`src/rtl/upd_timer_pkg.sv`:
```
package upd_timer_pkg;
    parameter int TMR_W  = 16;
    parameter int ADDR_W = 8;
    parameter int DATA_W = 32;

    localparam int OFF_CTRL = 'h00;
    localparam int OFF_IEN  = 'h0C;
    localparam int OFF_STS  = 'h10;
    localparam int OFF_EVT  = 'h14;
    localparam int OFF_CNT  = 'h24;
    localparam int OFF_PSC  = 'h28;
    localparam int OFF_RLD  = 'h2C;

    typedef struct packed {
        logic ovf_only;
        logic run;
    } ctrl_t;

    typedef struct packed {
        logic dma_en;
        logic irq_en;
    } ien_t;

    function automatic logic [DATA_W-1:0] cnt_word(logic flag, logic [TMR_W-1:0] c);
        logic [DATA_W-1:0] w;
        w = '0;
        w[TMR_W-1:0] = c;
        w[DATA_W-1] = flag;
        return w;
    endfunction
endpackage

```
`src/rtl/upd_timer_core.sv`:
```
module upd_timer_core #(
    parameter int W = 16
) (
    input  logic         clk,
    input  logic         rst,
    input  logic         run,
    input  logic         sw_upd,
    input  logic [W-1:0] rld,
    input  logic [W-1:0] psc_pre,
    input  logic         cnt_ld,
    input  logic [W-1:0] cnt_ld_val,
    output logic [W-1:0] cnt,
    output logic         ovf_evt
);
    logic [W-1:0] psc_cnt;
    logic [W-1:0] psc_act;
    logic [W-1:0] cnt_q;
    logic         tick;
    logic         upd_evt;

    assign tick    = run && (psc_cnt == psc_act);
    assign ovf_evt = tick && (cnt_q == rld);
    assign upd_evt = ovf_evt || sw_upd;
    assign cnt     = cnt_q;

    always_ff @(posedge clk) begin
        if (rst) begin
            psc_cnt <= '0;
            psc_act <= '0;
            cnt_q   <= '0;
        end else begin
            if (sw_upd) begin
                psc_cnt <= '0;
                cnt_q   <= '0;
            end else begin
                if (run) psc_cnt <= tick ? '0 : psc_cnt + 1'b1;
                if (cnt_ld)    cnt_q <= cnt_ld_val;
                else if (tick) cnt_q <= ovf_evt ? '0 : cnt_q + 1'b1;
            end
            if (upd_evt) psc_act <= psc_pre;
        end
    end

    p_psc_hold_r4: assert property (@(posedge clk) disable iff (rst)
        !upd_evt |=> $stable(psc_act));
    p_evt_zero_r5: assert property (@(posedge clk) disable iff (rst)
        sw_upd |=> (cnt_q == '0 && psc_cnt == '0));
    p_wrap_r3: assert property (@(posedge clk) disable iff (rst)
        (ovf_evt && !cnt_ld) |=> cnt_q == '0);
    p_hold_r2: assert property (@(posedge clk) disable iff (rst)
        (!run && !sw_upd && !cnt_ld) |=> $stable(cnt_q));
endmodule

```
`src/rtl/upd_timer_regs.sv`:
```
module upd_timer_regs
    import upd_timer_pkg::*;
#(
    parameter int W  = TMR_W,
    parameter int AW = ADDR_W,
    parameter int DW = DATA_W
) (
    input  logic          clk,
    input  logic          rst,
    input  logic [AW-1:0] addr,
    input  logic          we,
    input  logic [DW-1:0] wdata,
    input  logic [W-1:0]  cnt,
    input  logic          ovf_evt,
    output logic [DW-1:0] rdata,
    output logic          run,
    output logic          sw_upd,
    output logic [W-1:0]  psc_pre,
    output logic [W-1:0]  rld,
    output logic          cnt_ld,
    output logic [W-1:0]  cnt_ld_val,
    output logic          irq,
    output logic          dma_req
);
    ctrl_t ctrl_q;
    ien_t  ien_q;
    logic  flag_q;
    logic  set_flag;
    logic  clr_wr;
    logic  unused_hi;

    assign unused_hi  = ^wdata[DW-1:W];
    assign run        = ctrl_q.run;
    assign sw_upd     = we && (addr == AW'(OFF_EVT)) && wdata[0];
    assign cnt_ld     = we && (addr == AW'(OFF_CNT));
    assign cnt_ld_val = wdata[W-1:0];
    assign set_flag   = ovf_evt || (sw_upd && !ctrl_q.ovf_only);
    assign clr_wr     = we && (addr == AW'(OFF_STS)) && !wdata[0];
    assign irq        = flag_q && ien_q.irq_en;

    always_ff @(posedge clk) begin
        if (rst) begin
            ctrl_q  <= '0;
            ien_q   <= '0;
            flag_q  <= 1'b0;
            psc_pre <= '0;
            rld     <= '1;
            dma_req <= 1'b0;
        end else begin
            if (we && addr == AW'(OFF_CTRL)) ctrl_q <= '{ovf_only: wdata[2], run: wdata[0]};
            if (we && addr == AW'(OFF_IEN))  ien_q  <= '{dma_en: wdata[8], irq_en: wdata[0]};
            if (we && addr == AW'(OFF_PSC))  psc_pre <= wdata[W-1:0];
            if (we && addr == AW'(OFF_RLD))  rld     <= wdata[W-1:0];
            if (set_flag)    flag_q <= 1'b1;
            else if (clr_wr) flag_q <= 1'b0;
            dma_req <= set_flag && ien_q.dma_en;
        end
    end

    always_comb begin
        rdata = '0;
        unique case (addr)
            AW'(OFF_CTRL): begin rdata[0] = ctrl_q.run; rdata[2] = ctrl_q.ovf_only; end
            AW'(OFF_IEN):  begin rdata[0] = ien_q.irq_en; rdata[8] = ien_q.dma_en; end
            AW'(OFF_STS):  rdata[0] = flag_q;
            AW'(OFF_CNT):  rdata = cnt_word(flag_q, cnt);
            AW'(OFF_PSC):  rdata[W-1:0] = psc_pre;
            AW'(OFF_RLD):  rdata[W-1:0] = rld;
            default:       rdata = '0;
        endcase
    end

    p_sts_clear_r7: assert property (@(posedge clk) disable iff (rst)
        (clr_wr && !set_flag) |=> !flag_q);
    p_sts_keep_r7: assert property (@(posedge clk) disable iff (rst)
        (flag_q && !clr_wr) |=> flag_q);
    p_dma_flag_r9: assert property (@(posedge clk) disable iff (rst)
        dma_req |-> flag_q);
    p_urs_mask_r6: assert property (@(posedge clk) disable iff (rst)
        (sw_upd && ctrl_q.ovf_only && !ovf_evt && !flag_q) |=> (!flag_q && !dma_req));
endmodule

```
`src/rtl/upd_timer.sv`:
```
module upd_timer
    import upd_timer_pkg::*;
#(
    parameter int W  = TMR_W,
    parameter int AW = ADDR_W,
    parameter int DW = DATA_W
) (
    input  logic          clk,
    input  logic          rst,
    input  logic [AW-1:0] bus_addr,
    input  logic          bus_we,
    input  logic [DW-1:0] bus_wdata,
    output logic [DW-1:0] bus_rdata,
    output logic          irq_o,
    output logic          dma_req_o
);
    logic         run, sw_upd, cnt_ld, ovf_evt;
    logic [W-1:0] psc_pre, rld, cnt_ld_val, cnt;

    upd_timer_regs #(.W(W), .AW(AW), .DW(DW)) regs_i (
        .clk(clk), .rst(rst), .addr(bus_addr), .we(bus_we), .wdata(bus_wdata),
        .cnt(cnt), .ovf_evt(ovf_evt), .rdata(bus_rdata), .run(run),
        .sw_upd(sw_upd), .psc_pre(psc_pre), .rld(rld), .cnt_ld(cnt_ld),
        .cnt_ld_val(cnt_ld_val), .irq(irq_o), .dma_req(dma_req_o)
    );

    upd_timer_core #(.W(W)) core_i (
        .clk(clk), .rst(rst), .run(run), .sw_upd(sw_upd), .rld(rld),
        .psc_pre(psc_pre), .cnt_ld(cnt_ld), .cnt_ld_val(cnt_ld_val),
        .cnt(cnt), .ovf_evt(ovf_evt)
    );

    p_reset_quiet_r1: assert property (@(posedge clk)
        rst |=> (!irq_o && !dma_req_o));
endmodule

```
`config.mk`:
```
export PLATFORM = sky130hd
export DESIGN_NAME = upd_timer
export DESIGN_NICKNAME = d
export VERILOG_FILES = /design/src/rtl/upd_timer_pkg.sv /design/src/rtl/upd_timer_core.sv /design/src/rtl/upd_timer_regs.sv /design/src/rtl/upd_timer.sv
export SDC_FILE = /design/constraint.sdc
export NUM_CORES = 1
export LEC_CHECK = 0
export BUFFER_PORTS_ARGS = -buffer_cell sky130_fd_sc_hd__buf_2
export CORE_MARGIN = 2
export CORE_UTILIZATION = 60
export DETAILED_ROUTE_END_ITERATION = 8
export PLACE_DENSITY = 0.9
export SLEW_MARGIN = 15
export SYNTH_ARGS = -nofsm -noshare
export SYNTH_HDL_FRONTEND = slang
export SYNTH_SLANG_ARGS = --single-unit
```
`constraint.sdc`:
```
create_clock -name clk -period 5.11 [get_ports clk]
set_input_delay 0.2555 -clock clk [delete_from_list [all_inputs] [get_ports clk]]
set_output_delay 0.2555 -clock clk [all_outputs]
set_load 0.1 [all_outputs]
```
==> flow_metrics.env <==
export IMPL_clock_tree_from_tritoncts="built"
export IMPL_layout_drive_gt1_share=0.121
export IMPL_largest_net_degree_at_the_start_of_global_routing=57
export IMPL_clock_sink_count=86
export IMPL_ant_nets=0
export IMPL_worst_slew_pin_transition_ps=1170
export IMPL_synth_seq_area_share=0.358
export IMPL_synth_distinct_cells=59
export IMPL_ys_seq_elements=86
export IMPL_netlist_area_um2=4810
export IMPL_worstSetupEndpointType="flip-flop"
export IMPL_num_nets_final=644
export IMPL_fin_setup_tns_ps=0
export IMPL_globalRouteOverflowTotal=0
export IMPL_clkLatencyLatePin_ps=360
export IMPL_ys_warnings_count=0
export IMPL_ys_dominant_reg_cell="dfxtp_1"
export IMPL_dieHeight_um=93.6
export IMPL_final_routed_wirelength_um=12600
export IMPL_drc=0
export IMPL_finClkSkew_ps=12.1
export IMPL_postCtsSetupBuffers=0
export IMPL_floorplan_die_area_um2=8760
export IMPL_timing_final_setup_violations=0
export IMPL_hpwl_um=8760
export IMPL_timing_final_hold_violations=0
export IMPL_total_number_of_vias=4511
export IMPL_critical_path_max_fanout=16
export IMPL_total_switching_power_uw=339
export IMPL_n_fill_cell=629
export IMPL_area_delta_synth_final_pct=4.91
export IMPL_grt_antenna_before_repair=0
export IMPL_finalInstanceArea_um2=5050
export IMPL_run_status="complete, no violations"
export IMPL_maxSlewHeadroom=0.215
export IMPL_io_buffer_count=45
export IMPL_detail_route_vias_per_cell=6.41
export IMPL_pwr_density_cell_nw_per_um2=252
export IMPL_depth_of_the_cts_h_tree=3
export IMPL_synth_most_common_cell="nand2_1"
export IMPL_cap_viol_max_count=0
export IMPL_dr_first_iter_drc_count=579
export IMPL_insertedDiodeCount=0
export IMPL_clockPowerShare=0.374
export IMPL_power_combinational_fraction=0.091
export IMPL_p_leak_uw=0.00205
export IMPL_class_of_the_worst_hold_path="in -> reg"
export IMPL_intPower_uw=932
export IMPL_post_drt_wl_per_cell_um=18.0
export IMPL_grt_pass1_vias=4259
export IMPL_period_minus_slack_ps=2990
export IMPL_clock_tree_root_cell="clkbuf_8"
export IMPL_post_cts_sizing=0
export IMPL_required_ps=5320
export IMPL_tritoncts_num_buffers=9
export IMPL_synth_top_area_cell="dfxtp_1"
export IMPL_synth_edff_count=0
export IMPL_maxSlewViolCount=0
export IMPL_core_um2=7770
export IMPL_post_synth_cell_area_avg_um2=8.16
export IMPL_timing_setup_critical_path_class="reg -> reg"
export IMPL_period_share=0.585
export IMPL_cp_start_kind="flip-flop"
export IMPL_grt_first_pass_wirelength_um=20800
export IMPL_clock_slew_at_reported_path_ffs_ps=90
export IMPL_max_clock_path_buffers=2
export IMPL_seqPwrFrac=0.535
export IMPL_postCtsHoldBufs=0
export IMPL_synth_area_leaders="dfxtp_1 (36%), nand2_1 (7.5%), mux2i_1 (4.4%), xor2_1 (4.4%), xnor2_1 (4.0%)"
export IMPL_dieWidth_um=93.6
export IMPL_placed_instances=690
export IMPL_unrepaired_setup_endpoints_after_global_routing="no"
export IMPL_design_portCount=77
export IMPL_max_clock_freq_ghz=0.334
export IMPL_gr_usage_all_layers=0.301
export IMPL_start_util=0.620
export IMPL_postPlaceCellArea_um2=4860
export IMPL_synthTopCellsByCount="nand2_1 (96), dfxtp_1 (86), nor2_1 (48)"
export IMPL_postSynthCellCount=590
export IMPL_drtPass1Iterations=7
export IMPL_core_rowCount=32
export IMPL_post_synth_top_area_fraction=0.358
export IMPL_irDropWorstVdd_uv=152
export IMPL_critical_path_arrival_ps=3200
export IMPL_final_instance_count_excl_fill=704
export IMPL_power_share_switching=0.267
export IMPL_place_gp_congestion=0.959
export IMPL_ys_async_sr_fraction=0
[final cells by class]
type / instances / area, µm² / area share
clock buffers: 10 / 138 / 0.0272
clock inverters: 4 / 48.8 / 0.00966
inverters: 19 / 71.3 / 0.0141
multi-input cells: 437 / 2710 / 0.537
flip-flops and latches: 86 / 1720 / 0.341
well taps: 102 / 128 / 0.0253
repair buffers: 46 / 233 / 0.0461
[metal layers]
layer / global-route usage / vias up / part of all wire
met5: 0 / - / 0
li1: - / 2069 / -
met1: 0.404 / 2083 / 0.41
met4: 0.139 / 0 / 0.043
met2: 0.465 / 316 / 0.44
met3: 0.0637 / 43 / 0.11
[power by group through the flow]
stage          logic [µW]  clock network, µW  registers [µW]
2_1_floorplan         105                  0             691
4_1_cts               114                478             681
5_1_grt               122                506             682
6_report              116                475             681
3_3_place_gp          112                  0             696
3_5_place_dp          114                  0             697
[worst paths after layout]
check	depth (start not counted)	to	from	slack (ps)
worst max-delay path	6	core_i.psc_act[10]$_SDFFE_PP0P_	core_i.cnt[8]$_SDFFE_PP0P_	2120
worst min-delay path	3	regs_i.rld[11]$_SDFFE_PP1P_	bus_wdata[11]	140
worst max register to register	6	core_i.psc_act[10]$_SDFFE_PP0P_	core_i.cnt[8]$_SDFFE_PP0P_	2120
worst min register to register	2	regs_i.dma_req$_SDFF_PP0_	regs_i.ien_q[1]$_SDFFE_PP0P_	480
[registers in the layout, summed over array words and instances (netlist names)]
register	flops
core_i.cnt	16
core_i.psc_act	16
core_i.psc_cnt	16
regs_i.psc_pre	16
regs_i.rld	16
regs_i.ien_q	2
regs_i.ctrl_q	1
regs_i.dma_req	1
regs_i.flag_q	1
regs_i.run	1
[critical path, stage by stage (launching register included)]
cell and delay (ps):
dfxtp_1 380, xnor2_1 320, nand4_1 220, nor4_4 670
a31o_1 880, mux2i_1 290, nor2_1 60
[layout by cell type (no fill, tap or decap), types with 3 or more instances in the layout]
| cell | synthesis | routed |
|---|---|---|
| and2_1 | 6 | 6 |
| clkbuf_8 | 0 | 10 |
| nor2_1 | 48 | 48 |
| and3_1 | 7 | 7 |
| a32o_1 | 6 | 6 |
| nand4_1 | 18 | 18 |
| o21ai_0 | 11 | 11 |
| a311oi_1 | 3 | 3 |
| a31oi_1 | 10 | 10 |
| a222oi_1 | 13 | 13 |
| inv_1 | 19 | 19 |
| nor2b_1 | 3 | 3 |
| nand3b_1 | 19 | 19 |
| xnor2_1 | 22 | 22 |
| nand3_1 | 27 | 27 |
| nand2_1 | 96 | 96 |
| a21oi_1 | 24 | 24 |
| a22oi_1 | 3 | 3 |
| nor3_1 | 7 | 7 |
| and4_1 | 4 | 4 |
| conb_1 | 1 | 15 |
| dfxtp_1 | 86 | 86 |
| mux2i_1 | 21 | 21 |
| xor2_1 | 24 | 24 |
| or3_1 | 3 | 3 |
| nor4_1 | 7 | 7 |
| buf_2 | 7 | 45 |
[through the flow]
step | hold slack, ps | utilization | setup WS, ps | total power [µW]
final | 136 | 0.650 | 2120 | 1270
after CTS | 132 | 0.650 | 2200 | 1270
after floorplan | 376 | - | 2460 | 796
after global placement | 462 | 0.626 | 2280 | 808
after global routing | 152 | 0.650 | 1970 | 1310
after detailed placement | 468 | 0.626 | 2210 | 810
[logic make-up (layout without fill, tap and decap cells)]
| kind of cell | count (synthesis) | count (layout) | synth area share |
|---|---|---|---|
| other | 1 | 15 | 0.000779 |
| xor gates and xnor gates | 48 | 48 | 0.0904 |
| AOI/OAI and AO/OA | 87 | 87 | 0.130 |
| muxes | 22 | 22 | 0.0460 |
| adders and majority gates | 2 | 2 | 0.00520 |
| and+or+nand+nor | 263 | 263 | 0.280 |
| buffers and inverters | 81 | 79 | 0.0902 |
| DFF | 86 | 86 | 0.358 |
No activity file was read; power rests on OpenSTA's default activity.
